===== src/rtl/rrs_pkg.sv =====
`timescale 1ns/1ps
package rrs_pkg;
  typedef enum logic [1:0] {
    RA_FRAMES = 2'd0,
    RA_BYTES  = 2'd1,
    RA_ERRORS = 2'd2,
    RA_SPARE  = 2'd3
  } rrs_addr_e;

  localparam int unsigned ERR_KINDS = 2;
  localparam int unsigned ERR_DUP   = 1;
  localparam int unsigned ERR_FMT   = 0;
endpackage


===== src/rtl/rrs_frame_cnt.sv =====
`timescale 1ns/1ps
module rrs_frame_cnt #(
  parameter int unsigned W = 16
) (
  input  logic         clk,
  input  logic         rst_n,
  input  logic         inc,
  output logic [W-1:0] count
);
  always_ff @(posedge clk) begin
    if (!rst_n)   count <= '0;
    else if (inc) count <= count + 1'b1;
  end
endmodule


===== src/rtl/rrs_byte_cnt.sv =====
`timescale 1ns/1ps
module rrs_byte_cnt #(
  parameter int unsigned W = 32
) (
  input  logic         clk,
  input  logic         rst_n,
  input  logic         frame_start,
  input  logic         stop,
  input  logic         arm,
  input  logic         byte_vld,
  output logic [W-1:0] count
);
  logic active;

  always_ff @(posedge clk) begin
    if (!rst_n) begin
      count  <= '0;
      active <= 1'b0;
    end else if (frame_start) begin
      count  <= '0;
      active <= 1'b0;
    end else if (stop) begin
      active <= 1'b0;
    end else if (arm) begin
      active <= 1'b1;
    end else if (active && byte_vld) begin
      count <= count + 1'b1;
    end
  end
endmodule


===== src/rtl/rrs_sat_cnt.sv =====
`timescale 1ns/1ps
module rrs_sat_cnt #(
  parameter int unsigned W = 8
) (
  input  logic         clk,
  input  logic         rst_n,
  input  logic         inc,
  input  logic         clr,
  output logic [W-1:0] count
);
  localparam logic [W-1:0] TOP = '1;

  always_ff @(posedge clk) begin
    if (!rst_n)                   count <= '0;
    else if (clr)                 count <= inc ? W'(1) : '0;
    else if (inc && count != TOP) count <= count + 1'b1;
  end
endmodule


===== src/rtl/rrs_host_port.sv =====
`timescale 1ns/1ps
module rrs_host_port
  import rrs_pkg::*;
#(
  parameter int unsigned DATA_W  = 16,
  parameter int unsigned FRAME_W = 16,
  parameter int unsigned BYTE_W  = 32,
  parameter int unsigned ERR_W   = 8
) (
  input  logic               clk,
  input  logic               rst_n,
  input  logic               req_valid,
  input  logic [1:0]         req_addr,
  input  logic [FRAME_W-1:0] frames,
  input  logic [BYTE_W-1:0]  bytes_cnt,
  input  logic [ERR_W-1:0]   dup_cnt,
  input  logic [ERR_W-1:0]   fmt_cnt,
  output logic               clr_err,
  output logic               rsp_valid,
  output logic [DATA_W-1:0]  rsp_data
);
  localparam int unsigned HALF = BYTE_W / 2;

  rrs_addr_e          sel;
  logic               low_next;
  logic [HALF-1:0]    low_snap;

  assign sel     = rrs_addr_e'(req_addr);
  assign clr_err = req_valid && (sel == RA_ERRORS);

  always_ff @(posedge clk) begin
    if (!rst_n) begin
      rsp_valid <= 1'b0;
      rsp_data  <= '0;
      low_next  <= 1'b0;
      low_snap  <= '0;
    end else begin
      rsp_valid <= req_valid;
      if (req_valid) begin
        low_next <= 1'b0;
        unique case (sel)
          RA_FRAMES: rsp_data <= DATA_W'(frames);
          RA_BYTES: begin
            if (low_next) begin
              rsp_data <= DATA_W'(low_snap);
            end else begin
              rsp_data <= DATA_W'(bytes_cnt[BYTE_W-1:HALF]);
              low_snap <= bytes_cnt[HALF-1:0];
              low_next <= 1'b1;
            end
          end
          RA_ERRORS: rsp_data <= DATA_W'({dup_cnt, fmt_cnt});
          default:   rsp_data <= '0;
        endcase
      end
    end
  end
endmodule


===== src/rtl/ring_rx_stats.sv =====
`timescale 1ns/1ps
module ring_rx_stats
  import rrs_pkg::*;
#(
  parameter int unsigned DATA_W  = 16,
  parameter int unsigned FRAME_W = 16,
  parameter int unsigned ERR_W   = 8
) (
  input  logic              clk,
  input  logic              rst_n,
  input  logic              ev_sd,
  input  logic              ev_token,
  input  logic              ev_sa_done,
  input  logic              ev_byte,
  input  logic              ev_ed,
  input  logic              ev_err,
  input  logic              ev_dup_drop,
  input  logic              ev_fmt_drop,
  input  logic              req_valid,
  input  logic [1:0]        req_addr,
  output logic              rsp_valid,
  output logic [DATA_W-1:0] rsp_data
);
  localparam int unsigned BYTE_W = 2 * DATA_W;

  logic                 frame_start;
  logic                 byte_stop;
  logic                 clr_err;
  logic [FRAME_W-1:0]   frame_q;
  logic [BYTE_W-1:0]    byte_q;
  logic [ERR_KINDS-1:0] err_ev;
  logic [ERR_W-1:0]     err_q [ERR_KINDS];

  assign frame_start     = ev_sd && ev_token;
  assign byte_stop       = ev_ed || (ev_sd && ev_err);
  assign err_ev[ERR_DUP] = ev_dup_drop;
  assign err_ev[ERR_FMT] = ev_fmt_drop;

  rrs_frame_cnt #(.W(FRAME_W)) u_frames (
    .clk   (clk),
    .rst_n (rst_n),
    .inc   (frame_start),
    .count (frame_q)
  );

  rrs_byte_cnt #(.W(BYTE_W)) u_bytes (
    .clk         (clk),
    .rst_n       (rst_n),
    .frame_start (frame_start),
    .stop        (byte_stop),
    .arm         (ev_sa_done),
    .byte_vld    (ev_byte),
    .count       (byte_q)
  );

  for (genvar k = 0; k < ERR_KINDS; k++) begin : g_err
    rrs_sat_cnt #(.W(ERR_W)) u_tally (
      .clk   (clk),
      .rst_n (rst_n),
      .inc   (err_ev[k]),
      .clr   (clr_err),
      .count (err_q[k])
    );
  end

  rrs_host_port #(
    .DATA_W  (DATA_W),
    .FRAME_W (FRAME_W),
    .BYTE_W  (BYTE_W),
    .ERR_W   (ERR_W)
  ) u_host (
    .clk       (clk),
    .rst_n     (rst_n),
    .req_valid (req_valid),
    .req_addr  (req_addr),
    .frames    (frame_q),
    .bytes_cnt (byte_q),
    .dup_cnt   (err_q[ERR_DUP]),
    .fmt_cnt   (err_q[ERR_FMT]),
    .clr_err   (clr_err),
    .rsp_valid (rsp_valid),
    .rsp_data  (rsp_data)
  );
endmodule


===== config.mk =====
export PLATFORM = sky130hd
export DESIGN_NAME = ring_rx_stats
export DESIGN_NICKNAME = d
export VERILOG_FILES = /design/src/rtl/rrs_pkg.sv /design/src/rtl/rrs_frame_cnt.sv /design/src/rtl/rrs_byte_cnt.sv /design/src/rtl/rrs_sat_cnt.sv /design/src/rtl/rrs_host_port.sv /design/src/rtl/ring_rx_stats.sv
export SDC_FILE = /design/constraint.sdc
export NUM_CORES = 1
export LEC_CHECK = 0
export ABC_AREA = 1
export BUFFER_PORTS_ARGS = -buffer_cell sky130_fd_sc_hd__buf_2
export CAP_MARGIN = 20
export CORE_ASPECT_RATIO = 0.6
export CORE_MARGIN = 2
export CORE_UTILIZATION = 37
export DETAILED_ROUTE_END_ITERATION = 7
export GPL_ROUTABILITY_DRIVEN = 0
export PLACE_DENSITY = 0.64
export SYNTH_ARGS = -nofsm -noshare
export SYNTH_HDL_FRONTEND = slang
export SYNTH_HIERARCHICAL = 1
export SYNTH_SLANG_ARGS = --single-unit

===== constraint.sdc =====
create_clock -name clk -period 3.92 [get_ports clk]
set_input_delay 0.784 -clock clk [delete_from_list [all_inputs] [get_ports clk]]
set_output_delay 0.784 -clock clk [all_outputs]
set_load 0.02 [all_outputs]

* Yosys cells after proc, flatten, opt, wreduce, memory -nomap -nowiden
Cells that the tools add are included.
** Storage, ports and cells
- Register bits after elaboration :: 99
- Output and inout port bits :: 17
- Latch bits :: 0
- Logic and storage cells :: 45
- Bits of input ports :: 13
- ROM bits :: 0
- Memories :: 0
- Memory bits (writable) :: 0
** Operators by class
- Bitwise gates (word level) :: 4
- Order comparisons :: 0
- Reductions and logical operators :: 14
- Equality and inequality tests :: 4
- Div/mod/pow operators :: 0
- Mux-type cells :: 10
- Shifts and indexed selects :: 0
- Multipliers :: 0
- Add/sub/neg operators :: 4
** Operators with widths (count)
- 16-bit one-hot mux with 3 select lines :: 1
- 32-bit by 1-bit adder with 32-bit output (second input constant) :: 1
- 8-bit 2-to-1 mux :: 4
- 16-bit by 1-bit adder with 16-bit output (second input constant) :: 1
- 8-bit by 1-bit adder with 8-bit output (second input constant) :: 2
- 16-bit 2-to-1 mux :: 1
- 8-bit inequality test (second input constant) :: 2
- 1-bit logical AND :: 6
- 3-bit AND reduction :: 2
- 1-bit 2-to-1 mux :: 4
- 1-bit inverter :: 4
- 2-bit nonzero test :: 2
- 3-bit OR reduction :: 1
- 2-bit by 1-bit equality test with 1-bit output (second input constant) :: 1
- 2-bit equality test (second input constant) :: 1
- 2-bit zero test :: 1
- 2-bit OR reduction :: 1
- 1-bit logical OR :: 1

* Depth between registers and ports, before layout
Gate-level depths: netlist of the first run.
- Depth in word-level cells :: 4
- Depth in mapped cells :: 13
- Gate-level depth less buffers :: 12

* Modules after synthesis
Netlist of the first run, hierarchy kept.
** By module, submodules not included
- rrs_host_port :: area each 1846.8 um2, instances 1, seq. area each 680.7 um2, cells each 303
- rrs_byte_cnt :: area each 1815.5 um2, instances 1, seq. area each 660.6 um2, cells each 277
- rrs_sat_cnt :: area each 491.7 um2, instances 2, seq. area each 160.2 um2, cells each 75
- rrs_frame_cnt :: area each 845.8 um2, instances 1, seq. area each 320.3 um2, cells each 126
- ring_rx_stats :: area each 18.8 um2, instances 1, seq. area each 0.0 um2, cells each 5

* Least setup slack after synthesis of the first run
No wires, ideal clock.
- Kind :: input-to-reg
- From :: in req_valid
- To :: reg g_err[0].u_tally.count[0]
- Setup time :: 70 ps
- Stages on the path :: 8
- Setup slack :: 1740 ps
- Buffers on the path :: 2
- Required time :: 3850 ps
- Arrival time :: 2110 ps
- Cells stage by stage :: buf_2 inv_2 clkbuf_1 nor2_1 inv_1 nand2_2 nand2_1 a21oi_1
** On the way
- Cells in the longest elaborated chain, start to end :: 2
- Elaborated cells between the ends (all ways) :: 3
- Those cells by class :: mux (1); reduce/logical (2)
** RTL lines
- start: declaration :: RTL line ring_rx_stats.sv:19 : input logic req_valid,
- 1-bit logical AND (*) :: RTL line rrs_host_port.sv:29 : assign clr_err = req_valid && (sel == RA_ERRORS);
- via clr_err :: RTL line ring_rx_stats.sv:28 : logic clr_err;
- 8-bit 2-to-1 mux / 2-bit nonzero test (equally long branches)
- end signal: assignment :: RTL line rrs_sat_cnt.sv:15 : else if (clr) count <= inc ? W'(1) : '0;
- end signal: assignment :: RTL line rrs_sat_cnt.sv:16 : else if (inc && count != TOP) count <= count + 1'b1;
- end: declaration :: RTL line rrs_sat_cnt.sv:9 : output logic [W-1:0] count
The timed path passes the listed nets; every way through them passes the cells marked *.
A chain may end at the register's enable or synchronous reset.

* Worst setup path in the final report of the first run
- From :: in req_valid
- To :: reg g_err[0].u_tally.count[6]
Same word-level chain as after synthesis.

==> results of run 1 <==
==> logic make-up after synthesis <==
group / after synthesis / share of synthesized area (%)
adders and majority gates: 4 / 0.908
DFF: 99 / 36.0
xor gates and xnor gates: 3 / 0.477
AOI/OAI and AO/OA: 108 / 10.0
and+or+nand+nor: 493 / 41.5
buffers and inverters: 154 / 11.1
==> power by group <==
part / total [mW] / switching [mW] / internal (mW)
logic: 0.150 / 0.106 / 0.0438
registers: 1.04 / 0.0171 / 1.03
clock network: 0.894 / 0.388 / 0.506
total: 2.09 / 0.511 / 1.58
==> state kept, by name, indices dropped and copies added (netlist names) <==
name                 count
g_err.u_tally/count     16
u_frames/count          16
u_host/rsp_data         16
u_bytes/active           1
u_bytes/count           32
u_host/rsp_valid         1
u_host/low_snap         16
u_host/low_next          1
==> critical path, stage by stage <==
cell     delay, ps
buf_2          310
inv_2          230
nor2_1         530
inv_1          290
nand2_2        220
nand2_1         70
a21oi_1        130
==> placed cells by master (no fill, tap or decap), types with 2 or more instances in the layout <==
cell type  instances
nand4_1           15
buf_4              2
nor2_8             2
nand2_2           13
nor2_4            10
nand3_2            6
inv_1            109
o21ai_0           17
o21ai_1           22
dfxtp_1           99
nor3_1            10
and2_1             2
buf_2             29
clkinv_2           3
ha_1               4
nor2_1            93
a21oi_1           65
nand2_1          239
nor3b_1            2
nor3_2             2
nand3_1           78
nor2_2            12
xor2_1             2
nand3b_1           3
inv_2              8
a21oi_2            2
clkinv_1          16
nand2_4            6
clkbuf_16          9
==> path summary, 6_finish.rpt <==
check                                   end                start  cells after the start  slack (ps)
hold / removal          u_host/low_snap[10]  u_host/low_snap[10]                      2         460
hold reg to reg         u_host/low_snap[10]  u_host/low_snap[10]                      2         460
setup reg to reg        u_host/low_snap[14]      u_host/low_next                      4        2010
setup / recovery  g_err[0].u_tally/count[6]            req_valid                      7        1630
==> synthesized netlist by cell type <==
| master | count | area (sq um) |
|---|---|---|
| nor2_1 | 93 | 349 |
| o21bai_1 | 1 | 7.51 |
| dfxtp_1 | 99 | 1980 |
| nor3_2 | 2 | 20.0 |
| nand3_2 | 6 | 60.1 |
| nand3_1 | 78 | 390 |
| clkbuf_1 | 4 | 15.0 |
| buf_6 | 1 | 11.3 |
| nor3_1 | 10 | 50.1 |
| clkinv_1 | 16 | 60.1 |
| o21ai_0 | 17 | 85.1 |
| nand2_4 | 6 | 67.6 |
| and2_1 | 2 | 12.5 |
| nor2_8 | 2 | 40.0 |
| nand2_2 | 13 | 81.3 |
| buf_4 | 4 | 30.0 |
| a21oi_2 | 2 | 17.5 |
| xor2_1 | 2 | 17.5 |
| inv_1 | 109 | 409 |
| nand3b_1 | 3 | 22.5 |
| nor2_2 | 12 | 75.1 |
| nand4_1 | 15 | 93.8 |
| inv_2 | 8 | 30.0 |
| o21a_1 | 1 | 7.51 |
| a21oi_1 | 65 | 325 |
| buf_1 | 3 | 11.3 |
| nor2_4 | 10 | 113 |
| nand2_1 | 239 | 897 |
| nor3b_1 | 2 | 15.0 |
| o21ai_1 | 22 | 110 |
| xnor2_1 | 1 | 8.76 |
| ha_1 | 4 | 50.1 |
| buf_2 | 9 | 45.0 |
==> metal layers <==
layer | GRT usage (%) | wire length [um] | vias up
li1 | - | - | 2756
met1 | 32.3 | 8400 | 2425
met2 | 22.6 | 5340 | 169
met3 | 4.88 | 1120 | 10
met4 | 4.05 | 113 | 0
met5 | 0 | 0 | -
==> final cells by class <==
type	count	area [sq um]	area share [%]
Multi-Input combinational cell	608	2920	47.8
Sequential cell	99	1980	32.5
Inverter	133	499	8.19
Tap cell	198	248	4.06
Clock buffer	10	239	3.92
Timing Repair Buffer	31	160	2.63
Clock inverter	5	53.8	0.882
==> through the flow <==
stage | cell area (sq um) | worst slack, ps
CTS | 6100 | 1660
global placement | 5810 | 1450
detailed placement | 5810 | 1290
global route | 6100 | 1430
floorplan | 5510 | 1740
finish | 6100 | 1630
==> run summary, run 1 <==
CTS resizes = 0
clock slew at reported path FFs = 70 ps
CP required = 4200 ps
Hold Slack = 460 ps
Placed Cells = 1069
Final Util = 42.0%
crit path DAT = 2570 ps
core footprint = 0.0145 sq mm
setup violators final = 0
largest net degree at the start of global routing = 37
Post-CTS Setup Bufs = 0
Residual DRC = 0
Worst-Margin Slew = 643 ps
detailed placement HPWL = 11.4 mm
Max Transition Viols Final = 0
maxcap violations = 0
slew margin rel. = 57.1%
Critical Path Sink Type = register
Seq/Total Area, Yosys = 36.0%
nets@finish = 899
Static Leakage = 2.57 nW
First-pass DRT Iterations = 5
die area = 0.0159 sq mm
worst hold path type = register to register
Root Buffer = clkbuf_16
maximum clock frequency = 436 MHz
CTS tree = yes
number of distinct library cells after synthesis = 33
total negative slack = 0 ps
chip width = 162 um
Critical Path Start Type = primary input
Initial Util = 38.0%
TritonCTS buffer count = 9
Net Count, Synth = 878
RSZ-0062 raised after global routing = no
std cell rows = 34
per-cell routed wire length = 13.8 um
Crit Path Class = primary input to register
grt ovf = 0
YS warnings = 6
Max IR drop VDD = 178 uV
Final Routed Wirelength = 15.0 mm
final hold viol count = 0
vias = 5360
Area Overhead vs Synth = 10.7%
Post-Synthesis Cell Area = 0.00551 sq mm
outcome = complete, no violations
GRT Total Usage = 19.1%
# port buffers = 29
Critical Path Fanout Max = 19
H-tree Lvls = 3
fraction of layout cells with a size suffix above 1 = 12.1%
Power Density = 342 mW/mm^2
Mapped Cells = 861
Skew-Pair Late Insertion Delay = 350 ps
num ports = 30
Max Root-Sink Buffers = 2
Finished Layout Cells = 1084
final worst path period need = 2290 ps
synthesized area per cell = 6.40 sq um
DRT antenna net count = 0
Final Cycle Share = 58.5%
first-pass GRT wire length = 23.9 mm
diode count = 0
FF+latch count, synth = 99
DR vias/cell = 4.94
die span in y = 98.5 um
Pwr Total = 2.09 mW
First DRT Iteration DRCs = 602
Worst Clk Skew = 6.57 ps
vias in the first global route = 4466
clock sink count = 99
antenna violations before repair = 0
final-layout fill cell count = 1498
hold buffer count at CTS = 0
No activity file was read; power rests on OpenSTA's default activity.
==> run 2: changes to the inputs <==
PLACE_DENSITY = 0.66   (was 0.64)
clock period = 1.86 ns   (was 3.92 ns; I/O delays follow)
==> run 2 against run 1 <==
Against the previous run: combinational power grew 130%; cell count is 1.8% higher; utilization up 1.0 points; die area did not move; total power grew 110%; clock skew about the same; design area up 2.4%; clock power up 100%; sequential power grew 110%; global-route usage decreased by 0.77 points; via count fell by 0.65%.
==> run summary, run 2 (synthesized netlist as in run 1, its figures left out) <==
fraction of layout cells with a size suffix above 1 = 13.9% (+1.8 points)
final hold viol count = 0 (unchanged)
clock slew at reported path FFs = 70 ps (about the same)
met3 wire length = 973 um (-13%)
commonest cells after routing, fill and taps aside = nand2_1, inv_1, dfxtp_1
Int Pwr = 3.19 mW (+100%)
total negative slack = 0 ps (unchanged)
diode count = 0 (unchanged)
First-pass DRT Iterations = 5 (unchanged)
die area = 0.0159 sq mm (unchanged)
R2R Path End = u_bytes/count[22]
Worst Clk Skew = 6.66 ps (+0.0905 ps)
Critical Path Start Type = register
Clk pwr share = 41.4% (-1.4 points)
die span in y = 98.5 um (unchanged)
per-cell routed wire length = 12.9 um (-6.6%)
Hold Crit Start = ev_ed
CP required = 2100 ps (-2100 ps)
nets@finish = 917 (+2.0%)
Final Cycle Share = 86.1%
H-tree Lvls = 3 (unchanged)
Area Overhead vs Synth = 13.3%
First DRT Iteration DRCs = 458 (-24%)
grt ovf = 0 (unchanged)
largest net degree at the start of global routing = 27 (-27%)
Worst-Margin Slew = 385 ps (-258 ps)
Residual DRC = 0 (unchanged)
vias in the first global route = 4460 (-0.13%)
maximum clock frequency = 624 MHz
register area = 0.00198 sq mm (unchanged)
Power Density = 694 mW/mm^2 (+100%)
GRT Total Usage = 18.3% (-0.77 points)
setup violators final = 0 (unchanged)
Initial Util = 38.0% (unchanged)
area of the multi-input gates = 0.00292 sq mm (unchanged)
Hold Path Stages = 4 (+2)
Max IR drop VDD = 398 uV (+120%)
hold buffer count at CTS = 0 (unchanged)
antenna violations before repair = 0 (unchanged)
CTS resizes = 0 (unchanged)
slew margin rel. = 74.3% (+17 points)
Post-CTS Setup Bufs = 0 (unchanged)
RSZ-0062 raised after global routing = no
worst setup margin = 258 ps (-1370 ps)
outcome = complete, no violations
detailed placement HPWL = 11.0 mm (-3.8%)
Max Transition Viols Final = 0 (unchanged)
worst hold path type = primary input to register
Reg with most FFs = u_bytes/count
max reg flops = 32 (unchanged)
most common cell after layout, fill and taps aside = nand2_1
maxcap violations = 0 (unchanged)
Critical Path Fanout Max = 5 (-14)
CTS tree = yes
core footprint = 0.0145 sq mm (unchanged)
chip width = 162 um (unchanged)
NetSw = 1.14 mW (+120%)
M1 wire length = 8.07 mm (-4.0%)
first-pass GRT wire length = 23.3 mm (-2.2%)
Hold Path End = u_bytes/active
CP Launch Point = u_bytes/count[1]
Critical Path Sink Type = register
TritonCTS buffer count = 9 (unchanged)
reg2reg start = u_bytes/count[1]
Root Buffer = clkbuf_16
Crit Path Class = register to register
Skew-Pair Late Insertion Delay = 350 ps (about the same)
Max Root-Sink Buffers = 2 (unchanged)
reg2reg setup slack = 260 ps (-1750 ps)
# port buffers = 29 (unchanged)
power share of the combinational group = 8.0% (+0.8 points)
clock sink count = 99 (unchanged)
num ports = 30 (unchanged)
met2 routed WL = 5.09 mm (-4.6%)
crit path DAT = 1840 ps (-730 ps)
Hold Slack = 288 ps (-172 ps)
vias = 5325 (-0.65%)
reg2reg path depth = 8 (+4)
uppermost layer routed = met4
DR vias/cell = 4.83 (-2.4%)
Final Routed Wirelength = 14.2 mm (-5.0%)
DRT antenna net count = 0 (unchanged)
Worst Setup Slack post-DPL = 198 ps (-1090 ps)
Final Util = 43.0% (+1.0 points)
std cell rows = 34 (unchanged)
sw frac = 26.4% (+1.9 points)
final-layout fill cell count = 1533 (+2.3%)
Static Leakage = 2.66 nW (+3.3%)
sequential cell fraction of total power = 50.6% (+0.6 points)
final worst path period need = 1600 ps
==> run 2: metal layers <==
layer	GRT usage [%]	vias up
li1	-	2788
met1	30.9	2376
met2	22.7	153
met3	3.79	8
met4	3.50	0
met5	0	-
==> run 2: cell type report <==
class / instances / share of cell area [%]
multi-input combinational: 608 / 46.7
sequential: 99 / 31.7
inverter: 133 / 8.00
timing repair buffer: 49 / 5.13
tap: 198 / 3.97
clock buffer: 9 / 3.61
clock inverter: 7 / 0.842
==> run 2: worst max-delay path by stage <==
stage / end / slack (ps)
2_1_floorplan: g_err[0].u_tally/count[0] / 90
3_3_place_gp: u_bytes/count[13] / 230
3_5_place_dp: u_bytes/count[13] / 200
4_1_cts: u_bytes/count[22] / 290
5_1_grt: u_bytes/count[22] / 100
6_report: u_bytes/count[22] / 260
==> run 2: critical path, cell delays in order, from the launching register on <==
cell     delay (ps)
dfxtp_1         390
ha_1            220
nand2_1          80
nor2_2          180
nand3_2         150
nor2_2          270
nand3_1         110
nand2_1          70
nor2_1           30
==> run 2: through the flow <==
| stage | std cells | area [sq um] | power [mW] |
|---|---|---|---|
| floorplan | 861 | 5510 | 2.47 |
| global placement | 1087 | 5970 | 2.58 |
| detailed placement | 1087 | 5970 | 2.59 |
| CTS | 1103 | 6240 | 4.37 |
| global route | 1103 | 6240 | 4.51 |
| finish | 1103 | 6240 | 4.33 |
==> run 2: power groups by stage <==
stage	Sequential [mW]	Clock (mW)	Combinational, mW
5_1_grt	2.20	1.92	0.393
3_3_place_gp	2.24	0	0.344
4_1_cts	2.19	1.84	0.346
3_5_place_dp	2.24	0	0.345
6_report	2.19	1.79	0.349
2_1_floorplan	2.24	0	0.228
==> run 3: changes to the inputs <==
RECOVER_POWER = 100   (was default)
==> run 3 against run 2 <==
Against the previous run: flip-flop and latch count is the same; critical path type unchanged; fmax shrank 4.2%; sequential share of layout area grew 0.68 points; non-clock buffer count is the same.
==> run summary, run 3 (synthesized netlist as in run 1, its figures left out) <==
outcome = complete, no violations
reg2reg setup slack = 190 ps (-70 ps)
setup violators final = 0 (unchanged)
maxcap violations = 0 (unchanged)
grt ovf = 0 (unchanged)
Skew-Pair Late Insertion Delay = 350 ps (about the same)
diode count = 0 (unchanged)
Power Density = 706 mW/mm^2 (+1.7%)
per-cell routed wire length = 13.0 um (+0.64%)
core footprint = 0.0145 sq mm (unchanged)
CTS resizes = 0 (unchanged)
Root Buffer = clkbuf_16
GRT Total Usage = 18.3% (unchanged)
RSZ-0062 raised after global routing = no
reg2reg start = u_bytes/count[1]
DRT antenna net count = 0 (unchanged)
Hold Crit Start = ev_ed
First-pass DRT Iterations = 5 (unchanged)
clock slew at reported path FFs = 70 ps (about the same)
Critical Path Start Type = register
hold buffer count at CTS = 0 (unchanged)
Max Transition Viols Final = 0 (unchanged)
antenna violations before repair = 0 (unchanged)
DR vias/cell = 4.84 (+0.32%)
CP required = 2150 ps (+50 ps)
num ports = 30 (unchanged)
clock sink count = 99 (unchanged)
Static Leakage = 2.57 nW (-3.4%)
Worst Setup Slack post-DPL = 198 ps (unchanged)
H-tree Lvls = 3 (unchanged)
Final Cycle Share = 90.0% (+3.8 points)
die area = 0.0159 sq mm (unchanged)
Worst Clk Skew = 6.96 ps (+0.301 ps)
nets@finish = 917 (unchanged)
Hold Path End = u_bytes/active
R2R Path End = u_bytes/count[30]
slew margin rel. = 57.1% (-17 points)
Max IR drop VDD = 394 uV (-0.87%)
fraction of layout cells with a size suffix above 1 = 9.61% (-4.3 points)
Crit Path Class = register to register
Critical Path Fanout Max = 4 (-1)
die span in y = 98.5 um (unchanged)
Max Root-Sink Buffers = 2 (unchanged)
Area Overhead vs Synth = 10.9%
vias in the first global route = 4460 (unchanged)
Initial Util = 38.0% (unchanged)
most common cell after layout, fill and taps aside = nand2_1
max reg flops = 32 (unchanged)
TritonCTS buffer count = 9 (unchanged)
worst setup margin = 187 ps (-71.0 ps)
std cell rows = 34 (unchanged)
CTS tree = yes
first-pass GRT wire length = 23.3 mm (unchanged)
total negative slack = 0 ps (unchanged)
Hold Path Stages = 4 (unchanged)
commonest cells after routing, fill and taps aside = nand2_1, inv_1, nor2_1
Post-CTS Setup Bufs = 0 (unchanged)
Final Routed Wirelength = 14.3 mm (+0.64%)
Worst-Margin Slew = 642 ps (+257 ps)
crit path DAT = 1960 ps (+120 ps)
Critical Path Sink Type = register
chip width = 162 um (unchanged)
reg2reg path depth = 8 (unchanged)
First DRT Iteration DRCs = 494 (+7.9%)
largest net degree at the start of global routing = 27 (unchanged)
final worst path period need = 1670 ps (+71.0 ps)
Reg with most FFs = u_bytes/count
maximum clock frequency = 598 MHz (-4.2%)
vias = 5342 (+0.32%)
detailed placement HPWL = 11.0 mm (unchanged)
# port buffers = 29 (unchanged)
worst hold path type = primary input to register
final hold viol count = 0 (unchanged)
Residual DRC = 0 (unchanged)
-- run 3: changes by cell type in the layout (fill, tap and decap cells not counted), moves of 3 or more --
cell,before,now
nor2_2,12,9
nand2_1,239,243
nand3_2,6,3
nor2_4,10,3
o21ai_0,17,29
o21ai_1,22,10
buf_2,29,11
clkbuf_1,0,20
nand2_2,13,9
nor2_1,93,103
nand3_1,78,81
-- run 3: area by class of cell --
cell class / instances / area (sq um)
clock inverters: 7 / 52.6
well taps: 198 / 248
fillers: 1558 / 8390
repair buffers: 49 / 275
clock buffers: 9 / 225
inverters: 133 / 499
multi-input cells: 608 / 2830
flip-flops and latches: 99 / 1980
-- run 3: where the power goes --
| part | internal [mW] | total [mW] | switching [mW] |
|---|---|---|---|
| Combinational | 0.104 | 0.334 | 0.231 |
| Clock | 0.917 | 1.79 | 0.871 |
| Sequential | 2.16 | 2.19 | 0.0314 |
| Total | 3.18 | 4.32 | 1.13 |
-- run 3: worst max-delay path, stage by stage, from the launching register on --
cell and delay, ps:
dfxtp_1 380, ha_1 220, nand2_1 80, nor2_2 180, nand3_2 140, nor2_1 270, nand3_1 110, and2_1 140
nor2_1 80
-- run 3: per-stage QoR --
step                      cells  hold slack (ps)  util [%]  cell area [sq um]  power (mW)
after global routing       1103              295      42.1               6110        4.50
after global placement     1087              443      41.1               5970        2.58
after CTS                  1103              283      43.0               6240        4.37
final                      1103              289      42.1               6110        4.32
after detailed placement   1087              448      41.1               5970        2.59
after floorplan             861              429         -               5510        2.47
-- run 3: how the worst max path moves through the flow --
| stage | start | end | slack, ps | cells past startpoint |
|---|---|---|---|---|
| after detailed placement | ev_sd | u_bytes/count[13] | 200 | 14 |
| after floorplan | req_valid | g_err[0].u_tally/count[0] | 90 | 8 |
| after CTS | u_bytes/count[1] | u_bytes/count[22] | 290 | 8 |
| after global placement | ev_sd | u_bytes/count[13] | 230 | 14 |
| after global routing | u_host/low_next | u_host/low_snap[10] | 60 | 5 |
| final | u_bytes/count[1] | u_bytes/count[30] | 190 | 8 |
-- run 3: layer usage --
metal  share of wire (%)  track usage (%)  wire [um]  vias up
li1                    -                -          -     2786
met1                  57             30.9       8120     2378
met2                  35             22.7       5060      171
met3                 7.4             3.79       1050        7
met4                0.59             3.50         84        0
met5                   0                0          0        -
